===== src/rtl/sdac_pkg.sv =====
package sdac_pkg;
  localparam int CTRL_W = 3;

  typedef enum logic [CTRL_W-1:0] {
    OP_NOP       = 3'b000,
    OP_LOAD      = 3'b001,
    OP_LOAD_UPD  = 3'b010,
    OP_UPD_ALL   = 3'b011,
    OP_DOUT_FALL = 3'b100,
    OP_DOUT_RISE = 3'b101
  } op_e;
endpackage


===== src/rtl/sdac_sync.sv =====
module sdac_sync #(
  parameter int              WIDTH   = 3,
  parameter int              STAGES  = 2,
  parameter logic [WIDTH-1:0] RST_VAL = '0
) (
  input  logic             clk_i,
  input  logic             rst_ni,
  input  logic [WIDTH-1:0] d_i,
  output logic [WIDTH-1:0] q_o
);
  logic [WIDTH-1:0] stg_q [STAGES];

  for (genvar g = 0; g < STAGES; g++) begin : g_stg
    if (g == 0) begin : g_first
      always_ff @(posedge clk_i or negedge rst_ni)
        if (!rst_ni) stg_q[g] <= RST_VAL;
        else         stg_q[g] <= d_i;
    end else begin : g_next
      always_ff @(posedge clk_i or negedge rst_ni)
        if (!rst_ni) stg_q[g] <= RST_VAL;
        else         stg_q[g] <= stg_q[g-1];
    end
  end

  assign q_o = stg_q[STAGES-1];
endmodule


===== src/rtl/sdac_shift.sv =====
module sdac_shift #(
  parameter int FRAME_W = 16,
  parameter int PAY_W   = 14
) (
  input  logic             clk_i,
  input  logic             rst_ni,
  input  logic             cs_n_i,
  input  logic             sclk_i,
  input  logic             din_i,
  input  logic             mode_rise_i,
  output logic [PAY_W-1:0] payload_o,
  output logic             commit_o,
  output logic             rise_o,
  output logic             fall_o,
  output logic             dout_o
);
  localparam int CNT_W = $clog2(FRAME_W);
  localparam logic [CNT_W-1:0] CNT_LAST = CNT_W'(FRAME_W - 1);

  // one stage beyond the frame gives the extra half-cycle of lag in mode 0
  logic [FRAME_W:0]   sr_q;
  logic [CNT_W-1:0]   cnt_q;
  logic               full_q, sclk_q, cs_q, dout_q;

  assign rise_o = !cs_n_i &&  sclk_i && !sclk_q;
  assign fall_o = !cs_n_i && !sclk_i &&  sclk_q;

  always_ff @(posedge clk_i or negedge rst_ni) begin
    if (!rst_ni) begin
      sr_q   <= '0;
      cnt_q  <= '0;
      full_q <= 1'b0;
      sclk_q <= 1'b0;
      cs_q   <= 1'b1;
    end else begin
      sclk_q <= sclk_i;
      cs_q   <= cs_n_i;
      if (cs_n_i) begin
        cnt_q  <= '0;
        full_q <= 1'b0;
      end else if (rise_o) begin
        sr_q <= {sr_q[FRAME_W-1:0], din_i};
        if (cnt_q == CNT_LAST) begin
          cnt_q  <= '0;
          full_q <= 1'b1;
        end else begin
          cnt_q <= cnt_q + 1'b1;
        end
      end
    end
  end

  always_ff @(posedge clk_i or negedge rst_ni) begin
    if (!rst_ni)                     dout_q <= 1'b0;
    else if (rise_o &&  mode_rise_i) dout_q <= sr_q[FRAME_W-1];
    else if (fall_o && !mode_rise_i) dout_q <= sr_q[FRAME_W];
  end

  assign dout_o    = dout_q;
  assign payload_o = sr_q[PAY_W-1:0];
  assign commit_o  = cs_n_i && !cs_q && full_q && (cnt_q == '0);
endmodule


===== src/rtl/sdac_regs.sv =====
module sdac_regs
  import sdac_pkg::*;
#(
  parameter int NUM_CH = 8,
  parameter int DATA_W = 8,
  parameter int ADDR_W = 3
) (
  input  logic                     clk_i,
  input  logic                     rst_ni,
  input  logic                     commit_i,
  input  op_e                      op_i,
  input  logic [ADDR_W-1:0]        addr_i,
  input  logic [DATA_W-1:0]        data_i,
  input  logic                     ldac_ni,
  output logic [NUM_CH*DATA_W-1:0] in_o,
  output logic [NUM_CH*DATA_W-1:0] dac_o
);
  logic wr_in, wr_one, wr_all;

  assign wr_in  = commit_i && (op_i == OP_LOAD || op_i == OP_LOAD_UPD);
  assign wr_one = commit_i && (op_i == OP_LOAD_UPD);
  assign wr_all = commit_i && (op_i == OP_UPD_ALL);

  for (genvar ch = 0; ch < NUM_CH; ch++) begin : g_ch
    logic [DATA_W-1:0] in_q, dac_q;
    logic              hit;

    assign hit = (addr_i == ADDR_W'(ch));

    always_ff @(posedge clk_i or negedge rst_ni) begin
      if (!rst_ni) begin
        in_q  <= '0;
        dac_q <= '0;
      end else begin
        if (wr_in && hit) in_q <= data_i;
        // transparent phase: keep the register tracking so it holds on release
        if (!ldac_ni)              dac_q <= in_q;
        else if (wr_one && hit)    dac_q <= data_i;
        else if (wr_all)           dac_q <= in_q;
      end
    end

    assign in_o [ch*DATA_W +: DATA_W] = in_q;
    assign dac_o[ch*DATA_W +: DATA_W] = dac_q;
  end
endmodule


===== src/rtl/sdac_ctrl.sv =====
module sdac_ctrl
  import sdac_pkg::*;
#(
  parameter int NUM_CH      = 8,
  parameter int DATA_W      = 8,
  parameter int PAD_W       = 2,
  parameter int SYNC_STAGES = 2
) (
  input  logic                     clk_i,
  input  logic                     rst_ni,
  input  logic                     cs_ni,
  input  logic                     sclk_i,
  input  logic                     din_i,
  input  logic                     ldac_ni,
  output logic                     dout_o,
  output logic [NUM_CH*DATA_W-1:0] dac_o
);
  localparam int ADDR_W  = $clog2(NUM_CH);
  localparam int PAY_W   = ADDR_W + CTRL_W + DATA_W;
  localparam int FRAME_W = PAD_W + PAY_W;

  logic                     cs_s, sclk_s, din_s;
  logic [PAY_W-1:0]         payload;
  logic                     commit, sclk_rise, sclk_fall, mode_q;
  op_e                      op;
  logic [ADDR_W-1:0]        addr;
  logic [DATA_W-1:0]        data;
  logic [NUM_CH*DATA_W-1:0] in_w, dac_w;

  sdac_sync #(.WIDTH(3), .STAGES(SYNC_STAGES), .RST_VAL(3'b100)) u_sync (
    .clk_i (clk_i),
    .rst_ni(rst_ni),
    .d_i   ({cs_ni, sclk_i, din_i}),
    .q_o   ({cs_s, sclk_s, din_s})
  );

  sdac_shift #(.FRAME_W(FRAME_W), .PAY_W(PAY_W)) u_shift (
    .clk_i      (clk_i),
    .rst_ni     (rst_ni),
    .cs_n_i     (cs_s),
    .sclk_i     (sclk_s),
    .din_i      (din_s),
    .mode_rise_i(mode_q),
    .payload_o  (payload),
    .commit_o   (commit),
    .rise_o     (sclk_rise),
    .fall_o     (sclk_fall),
    .dout_o     (dout_o)
  );

  assign data = payload[DATA_W-1:0];
  assign op   = op_e'(payload[DATA_W +: CTRL_W]);
  assign addr = payload[DATA_W+CTRL_W +: ADDR_W];

  always_ff @(posedge clk_i or negedge rst_ni) begin
    if (!rst_ni)                           mode_q <= 1'b0;
    else if (commit && op == OP_DOUT_RISE) mode_q <= 1'b1;
    else if (commit && op == OP_DOUT_FALL) mode_q <= 1'b0;
  end

  sdac_regs #(.NUM_CH(NUM_CH), .DATA_W(DATA_W), .ADDR_W(ADDR_W)) u_regs (
    .clk_i   (clk_i),
    .rst_ni  (rst_ni),
    .commit_i(commit),
    .op_i    (op),
    .addr_i  (addr),
    .data_i  (data),
    .ldac_ni (ldac_ni),
    .in_o    (in_w),
    .dac_o   (dac_w)
  );

  // asynchronous path: the load pin selects the output with no clock
  assign dac_o = ldac_ni ? dac_w : in_w;
endmodule


===== config.mk =====
export PLATFORM = sky130hd
export DESIGN_NAME = sdac_ctrl
export DESIGN_NICKNAME = d
export VERILOG_FILES = /design/src/rtl/sdac_pkg.sv /design/src/rtl/sdac_sync.sv /design/src/rtl/sdac_shift.sv /design/src/rtl/sdac_regs.sv /design/src/rtl/sdac_ctrl.sv
export SDC_FILE = /design/constraint.sdc
export NUM_CORES = 1
export LEC_CHECK = 0
export ABC_CLOCK_PERIOD_IN_PS = 2750
export BUFFER_PORTS_ARGS = -buffer_cell sky130_fd_sc_hd__buf_2
export CAP_MARGIN = 20
export CELL_PAD_IN_SITES_DETAIL_PLACEMENT = 1
export CELL_PAD_IN_SITES_GLOBAL_PLACEMENT = 2
export CORE_MARGIN = 10
export CORE_UTILIZATION = 42
export CTS_BUF_LIST = sky130_fd_sc_hd__clkbuf_16
export CTS_CLUSTER_DIAMETER = 30
export CTS_CLUSTER_SIZE = 30
export DETAILED_ROUTE_END_ITERATION = 8
export PLACE_DENSITY_LB_ADDON = 0.1
export SKIP_LAST_GASP = 1
export SLEW_MARGIN = 20
export SYNTH_ARGS = -nofsm -noshare
export SYNTH_HDL_FRONTEND = slang
export SYNTH_SLANG_ARGS = --single-unit

===== constraint.sdc =====
create_clock -name clk_i -period 2.75 [get_ports clk_i]
set_clock_uncertainty 0.05 [all_clocks]
set_input_delay 0.1375 -clock clk_i [delete_from_list [all_inputs] [get_ports clk_i]]
set_output_delay 0.1375 -clock clk_i [all_outputs]
set_load 0.01 [all_outputs]

==> results of run 1 <==
-- final cells by class --
class / count / area [um^2] / area share
Clock buffer: 17 / 425 / 0.0479
Clock inverter: 15 / 129 / 0.0145
Inverter: 3 / 11.3 / 0.00127
Multi-Input combinational cell: 363 / 3420 / 0.385
Sequential cell: 160 / 4010 / 0.451
Tap cell: 229 / 287 / 0.0322
Timing Repair Buffer: 97 / 609 / 0.0686
-- layer usage --
metal  share of wire  up-vias  track usage
met5               0        -            0
met4           0.011        0       0.0472
met3           0.041       15       0.0380
met2            0.49       84        0.280
met1            0.46     2727        0.218
li1                -     2304            -
-- repair_timing --
action / in CTS / in global routing
hold buffers: 4 / 0
buffers inserted: 0 / 0
hold endpoints to repair: 39 / 0
-- sequential cells by signal, indices dropped and copies added, names as in the netlist --
signal,cells
u_sync.stg_q,3
u_shift.sr_q,17
u_shift.full_q,1
u_shift.cnt_q,4
u_regs.g_ch.dac_q,64
mode_q,1
u_shift.sclk_q,1
u_shift.dout_o,1
u_shift.cs_q,1
u_regs.g_ch.in_q,64
u_sync.q_o,3
-- final timing paths --
kind                                              start                                  end  slack [ps]
setup / recovery           u_shift.cnt_q[0]$_DFFE_PN0P_  u_regs.g_ch[7].dac_q[7]$_DFFE_PN0P_         460
hold / removal                                   rst_ni  u_regs.g_ch[0].dac_q[7]$_DFFE_PN0P_         150
setup reg to reg           u_shift.cnt_q[0]$_DFFE_PN0P_  u_regs.g_ch[7].dac_q[7]$_DFFE_PN0P_         460
hold reg to reg               u_sync.stg_q[4]$_DFF_PN0_              u_sync.q_o[1]$_DFF_PN0_         310
max in group asynchronous                        rst_ni  u_regs.g_ch[4].dac_q[0]$_DFFE_PN0P_        1640
min in group clk_i                              ldac_ni  u_regs.g_ch[6].dac_q[4]$_DFFE_PN0P_         200
-- power breakdown --
part | switching, uW | internal, uW
Combinational | 244 | 139
Clock | 923 | 1310
Sequential | 310 | 2410
Total | 1480 | 3860
-- stage by stage --
| step | utilization | hold slack, ps | setup WS, ps | std cells |
|---|---|---|---|---|
| 2_1_floorplan | - | -208 | 650 | 575 |
| 3_3_place_gp | 0.463 | 19.2 | 520 | 848 |
| 3_5_place_dp | 0.463 | 23.0 | 467 | 848 |
| 4_1_cts | 0.496 | 147 | 449 | 884 |
| 5_1_grt | 0.496 | 160 | 305 | 884 |
| 6_report | 0.496 | 146 | 464 | 884 |
-- cells by family (layout without fill, tap and decap cells) --
kind of cell | count (synthesis) | after routing | share of synthesized area
adders and majority gates | 2 | 2 | 0.00328
and+or+nand+nor | 116 | 116 | 0.101
muxes | 178 | 178 | 0.262
buffers and inverters | 52 | 132 | 0.0295
DFF | 160 | 160 | 0.525
AOI/OAI and AO/OA | 65 | 65 | 0.0767
xor gates and xnor gates | 2 | 2 | 0.00229
-- worst reg2reg max path: cells and delay by family, from the launching register on --
kind                     cells  cell delay (ps)
multiplexers                 2              630
flip-flops                   1              420
buffers and inverters        2              300
adder cells (fa/ha/maj)      1              140
AND/OR/NAND/NOR              2              640
-- placed cells by master (no fill, tap or decap), drive strengths merged, types with 3 or more instances in the layout --
cell type	Yosys	layout
nor2b	3	3
o21ai	4	4
dfstp	3	3
and3	50	50
and3b	3	3
nand4	4	4
and4bb	3	3
nand2b	3	3
dfrtp	157	157
buf	24	93
nor4	3	3
clkinv	0	6
o211ai	8	8
clkinvlp	0	3
a21oi	5	5
nor3b	4	4
dlygate4sd3	0	4
and4	4	4
nor3	6	6
mux2	178	178
clkbuf	25	17
a221o	48	48
inv	3	7
nand2	21	21
nor2	6	6
==> metrics.md, run 1 <==
| Metric | Value |
|---|---|
| Avg Synthesized Cell Area | ~13 um^2 |
| First-pass GRT wire length | 32,400 um |
| Vias | between 5,000 and 6,000 |
| Cell accounting for the most synthesized area | dfrtp_1 |
| GRT Resource Usage Total | 0.169 |
| FP Rows | ~50 |
| DRT Pass-1 Iters | 4 |
| Final hold vios | 0 |
| Syn Inst Count | 575 |
| Post-layout min period | ~2300 ps |
| Total core area | 0.0179 mm^2 |
| Dominant synthesized flop cell | dfrtp_1 |
| Unrepaired setup endpoints after global routing | no |
| Worst Max-Slew Pin Slew | ~890 ps |
| Worst path arrival time | between 2000 and 3000 ps |
| # port buffers | 70 |
| Most frequent CP cell | mux2_2 |
| CTS tree | yes |
| Worst reg2reg path depth | 7 |
| Crit-path slowest cell | dfrtp_1 |
| Final #Nets | 650 |
| Outcome | complete, no violations |
| H-tree levels | 4 |
| Area of placed instances | approximately 0.0083 mm^2 |
| Worst path depth | 7 |
| Post-route DRC | 0 |
| Antenna diodes | 0 |
| Maximum VDD drop | 423 uV |
| 1st-iter DRT viols | around 200 |
| CTS Root Cell | clkbuf_16 |
| Post-Route WL | a little over 20,000 um |
| Die height | 155 um |
| Largest net degree at the start of global routing | 102 |
| Layout area overhead | 16.3% |
| Grt ovf | 0 |
| Initial antenna violation count | 0 |
| Register bit total from synthesis | 160 |
| Clock Latency Late Sink | 420 ps |
| Vias in the first global route | 5,538 |
| Critical path class | reg2reg |
| Pins Over Slew Limit | 0 |
| Syn Nets | between 500 and 600 |
| Fmax achieved | 437 MHz |
| Power, Total | roughly 5300 uW |
| Vias per cell | between 5 and 6 |
| FILL cells | 1,826 |
| Initial Util | 0.427 |
| Worst Setup Start Kind | flip-flop |
| Most frequent cell after synthesis | mux2_2 |
| Reg clk slew, reported paths | around 60 ps |
| Post-synth top cells | 175 x mux2_2, 157 x dfrtp_1, 50 x and3_1, 48 x a221o_1, 25 x clkbuf_1 |
| Remaining antenna violation count after routing | 0 |
| Overall die area | 0.0240 mm^2 |
| Max Cap Viol | 0 |
| Cell chain of the critical path | inv_1, ha_1, and4bb_1, buf_4, and4_1, mux2_2, mux2_2 |
| Tcrit/Tclk final | 0.831 |
| Finished layout cell area | between 0.008 and 0.009 mm^2 |
| Die Wd | around 150 um |
| Top cells by area, synth | dfrtp_1 51%, mux2_2 26%, a221o_1 6.3% |
| Hold Path Class | in2async |
| Leakage | 0.00469 uW |
| CP endpoint kind | flip-flop |
| CP Buf/Inv Count | 2 |
| Worst Path Required | 3010 ps |
| Fraction of layout cells with a size suffix above 1 | 0.467 |
| Detailed-placement wirelength estimate | between 10,000 and 15,000 um |
| Num CTS Buffers | 17 |
| Power density over the cells | 601 mW/mm^2 |
| Number of synthesized flops with an enable pin | 0 |
| Gpl congestion | 0.800 |
| Sink Count | 160 |
| Post-cts sizing count | 0 |
| Synth top area share | 0.514 |
| Setup TNS Final | 0 ps |
| Crit Path Max Fanout | 11 |
| Mapped cell area | between 0.007 and 0.008 mm^2 |
| Yosys cell types | 38 |
| Final Setup Violations | 0 |
| WL/cell | 22.8 um |
| Fraction of registers with async set/reset | 1.00 |
| Rel. slew slack | 0.407 |
| Cell family contributing the most delay on the critical path | simple AND/OR/NAND/NOR gates |
| Synth warnings | 0 |
| Largest buffer count on any clock path | 2 |
| Sequential-to-total area share from yosys stat | 0.525 |
| CP max stage delay | ~420 ps |
| Ports | between 70 and 80 |
Power figures use the tool's default switching activity.
==> run 2: changes to the inputs <==
--- a/config.mk
+++ b/config.mk
@@ -5,13 +5,14 @@
 export SDC_FILE = /design/constraint.sdc
 export NUM_CORES = 1
 export LEC_CHECK = 0
-export ABC_CLOCK_PERIOD_IN_PS = 2750
+export ABC_AREA = 1
+export ABC_CLOCK_PERIOD_IN_PS = 1900
 export BUFFER_PORTS_ARGS = -buffer_cell sky130_fd_sc_hd__buf_2
 export CAP_MARGIN = 20
 export CELL_PAD_IN_SITES_DETAIL_PLACEMENT = 1
 export CELL_PAD_IN_SITES_GLOBAL_PLACEMENT = 2
 export CORE_MARGIN = 10
-export CORE_UTILIZATION = 42
+export CORE_UTILIZATION = 32
 export CTS_BUF_LIST = sky130_fd_sc_hd__clkbuf_16
 export CTS_CLUSTER_DIAMETER = 30
 export CTS_CLUSTER_SIZE = 30
==> constraint.sdc (replaced) <==
create_clock -name clk_i -period 1.9 [get_ports clk_i]
set_clock_uncertainty 0.05 [all_clocks]
set_input_delay 0.095 -clock clk_i [delete_from_list [all_inputs] [get_ports clk_i]]
set_output_delay 0.095 -clock clk_i [all_outputs]
set_load 0.01 [all_outputs]
==> run 2 against run 1 <==
  * Synthesized cell count up 66%
  * Critical path depth up 3
  * Clock-buffer cell count unchanged
  * Via count up 33%
  * Design area up 6.4%
  * Worst hold slack worse by 110 ps
  * First-iteration DRC count rose to 2.6 times the previous value
==> metrics.md, run 2 <==
| Metric | Value |
|---|---|
| Switching power total | about 2100 uW |
| Syn Inst Count | between 900 and 1,000 |
| Tcrit/Tclk final | 0.949 |
| Hold Path Class | in2async |
| Dominant synthesized flop cell | dfrtp_1 |
| Sequential share of power | 0.445 |
| Layout area overhead | 24.8% |
| Rel. slew slack | 0.700 |
| H-tree levels | 4 |
| Synth top area share | 0.519 |
| Die Wd | between 150 and 200 um |
| Worst hold slack | 37.7 ps |
| Maximum VDD drop | between 400 and 500 uV |
| Post-Route WL | 26,500 um |
| Vias per cell | about 4.8 |
| Mapped cell area | around 0.0076 mm^2 |
| Crit path launch | u_shift.cnt_q[1]$_DFFE_PN0P_ |
| Worst reg2reg path depth | 10 |
| Vias in the first global route | a little over 7,000 |
| Vias | just under 7,000 |
| Worst Max-Slew Pin Slew | roughly 450 ps |
| Post-layout min period | around 1800 ps |
| Worst reg-to-reg setup slack | approximately 98 ps |
| Ports | between 70 and 80 |
| Fraction of layout cells with a size suffix above 1 | 0.185 |
| DRT Pass-1 Iters | 4 |
| Avg Synthesized Cell Area | 7.92 um^2 |
| Sink Count | 160 |
| Pins Over Slew Limit | 0 |
| Clock Latency Late Sink | 420 ps |
| Number of synthesized flops with an enable pin | 0 |
| Final Setup Violations | 0 |
| Most common cell after layout, fill and taps aside | nand2_1 |
| Syn Nets | 964 |
| Max Cap Viol | 0 |
| Yosys cell types | 27 |
| GRT Resource Usage Total | 0.174 |
| Post-synth top cells | 378 x nand2_1, 157 x dfrtp_1, 148 x nand3_1, 102 x o21ai_0, 46 x inv_1 |
| Critical path class | reg2reg |
| Crit Path Max Fanout | 19 |
| Grt ovf | 0 |
| Leakage | a little under 0.005 uW |
| Total core area | roughly 0.023 mm^2 |
| Initial Util | 0.324 |
| Worst Path Required | approximately 2200 ps |
| Final hold vios | 0 |
| Clock power share | 0.441 |
| # port buffers | 70 |
| Final #Nets | between 1,000 and 1,500 |
| Synth warnings | 0 |
| Sequential-to-total area share from yosys stat | 0.529 |
| Worst reg2reg path endpoint | u_regs.g_ch[1].dac_q[2]$_DFFE_PN0P_ |
| Largest regs | u_regs.g_ch.dac_q x64, u_regs.g_ch.in_q x64, u_shift.sr_q x17 |
| Outcome | complete, no violations |
| First-pass GRT wire length | 42,000 um |
| Post-route DRC | 0 |
| CTS Root Cell | clkbuf_16 |
| Final Core Density | 0.404 |
| Power density over the cells | ~830 mW/mm^2 |
| Detailed-placement wirelength estimate | around 18,000 um |
| Initial antenna violation count | 0 |
| Remaining antenna violation count after routing | 0 |
| Worst r2r src | u_shift.cnt_q[1]$_DFFE_PN0P_ |
| Comb power frac | 0.114 |
| Cell accounting for the most synthesized area | dfrtp_1 |
| Overall die area | between 0.03 and 0.04 mm^2 |
| Worst Setup Start Kind | flip-flop |
| Register bit total from synthesis | 160 |
| Antenna diodes | 0 |
| 1st-iter DRT viols | 527 |
| Num CTS Buffers | 17 |
| FILL cells | approximately 2,900 |
| Most frequent cell after synthesis | nand2_1 |
| Sw frac | 0.270 |
| Top cells by area, synth | dfrtp_1 52%, nand2_1 19%, nand3_1 9.8% |
| Largest net degree at the start of global routing | slightly below 80 |
| FP Rows | 56 |
| Leading cell types in the layout, fill and taps excluded | 374 x nand2_1, 157 x dfrtp_1, 147 x nand3_1, 101 x o21ai_0, 71 x buf_4 |
| WL/cell | roughly 19 um |
| Reg clk slew, reported paths | approximately 70 ps |
| CTS tree | yes |
| Fmax achieved | around 550 MHz |
| Fraction of registers with async set/reset | 1.00 |
| Largest buffer count on any clock path | 2 |
| CP endpoint kind | flip-flop |
| Worst path arrival time | 2060 ps |
| Gpl congestion | 0.757 |
| Worst Setup EP | u_regs.g_ch[1].dac_q[2]$_DFFE_PN0P_ |
| Die height | about 170 um |
| Internal | 5740 uW |
-- run 2: changes by cell type after synthesis, moves of 6 or more --
cell      delta
nand4_1     +34
clkbuf_1     +6
nand2_1    +357
o211ai_1     -8
nand3_1    +147
buf_1        -8
inv_1       +43
and3_1      -49
o21ai_0     +98
a221o_1     -48
buf_6        +7
mux2_2     -175
-- run 2: cell families (layout without fill, tap and decap cells) --
logic type	after synthesis	in the layout	share of synthesized area
and+or+nand+nor	584	584	0.332
xor gates and xnor gates	1	1	0.00116
AOI/OAI and AO/OA	106	106	0.0719
DFF	160	160	0.529
adders and majority gates	2	2	0.00330
buffers and inverters	103	233	0.0626
-- run 2: metal layers --
metal	share of wire	vias to the layer above	GRT usage	wire length [um]
met3	0.030	14	0.0264	793
li1	-	3385	-	-
met1	0.49	3319	0.240	13000
met4	0.0067	0	0.0417	176
met2	0.47	87	0.280	12500
met5	0	-	0	0
-- run 2: worst min-delay path by stage --
stage                      start                                   to  slack, ps  cells past startpoint
after CTS                 rst_ni  u_regs.g_ch[3].dac_q[0]$_DFFE_PN0P_         30                      2
after floorplan           rst_ni                   mode_q$_DFFE_PN0P_       -250                      0
after global routing      rst_ni  u_regs.g_ch[4].dac_q[6]$_DFFE_PN0P_         50                      2
after detailed placement  rst_ni         u_shift.cnt_q[3]$_DFFE_PN0P_        -80                      1
final                     rst_ni  u_regs.g_ch[4].dac_q[2]$_DFFE_PN0P_         40                      2
after global placement    rst_ni         u_shift.cnt_q[3]$_DFFE_PN0P_        -80                      1
-- run 2: layout make-up --
type                    instances  area (um^2)  share of cell area
multi-input cells             693         3120               0.331
clock inverters                13          149              0.0158
well taps                     319          399              0.0422
clock buffers                  17          425              0.0450
flip-flops and latches        160         4010               0.424
inverters                      47          179              0.0189
repair buffers                156         1170               0.123
-- run 2: what timing repair did --
action	CTS	global route
endpoints found under the setup margin	17	125
gates resized for setup	3	13
cloned	0	2
hold endpoints to repair	161	0
hold buffers	4	0
setup buffers	0	3
pin swaps	0	1
-- run 2: metrics by stage --
stage               power, uW  std cells  instance area, um^2  TNS, ps  setup slack, ps
global placement         4440       1366                 8720        0             40.6
global route             8140       1405                 9450    -73.3            -15.0
floorplan                3850        956                 7570        0              229
CTS                      7930       1400                 9340        0             65.6
detailed placement       4450       1366                 8720     -390            -45.4
finish                   7870       1405                 9450        0             97.6
-- run 2: critical path, cell delays in order (launching register included) --
cell       delay, ps
dfrtp_1          400
inv_1             80
ha_1             160
nand2_1           90
nor2_4           220
nand2_2          110
nand2_4          140
inv_4             90
clkbuf_16        200
nand3_1           80
nand3_1           60
-- run 2: power by group through the flow --
stage	Clock, uW	Sequential (uW)	Combinational, uW
final	3470	3500	898
after global routing	3680	3500	960
after CTS	3540	3500	895
after detailed placement	0	3560	885
after global placement	0	3560	882
after floorplan	0	3560	283
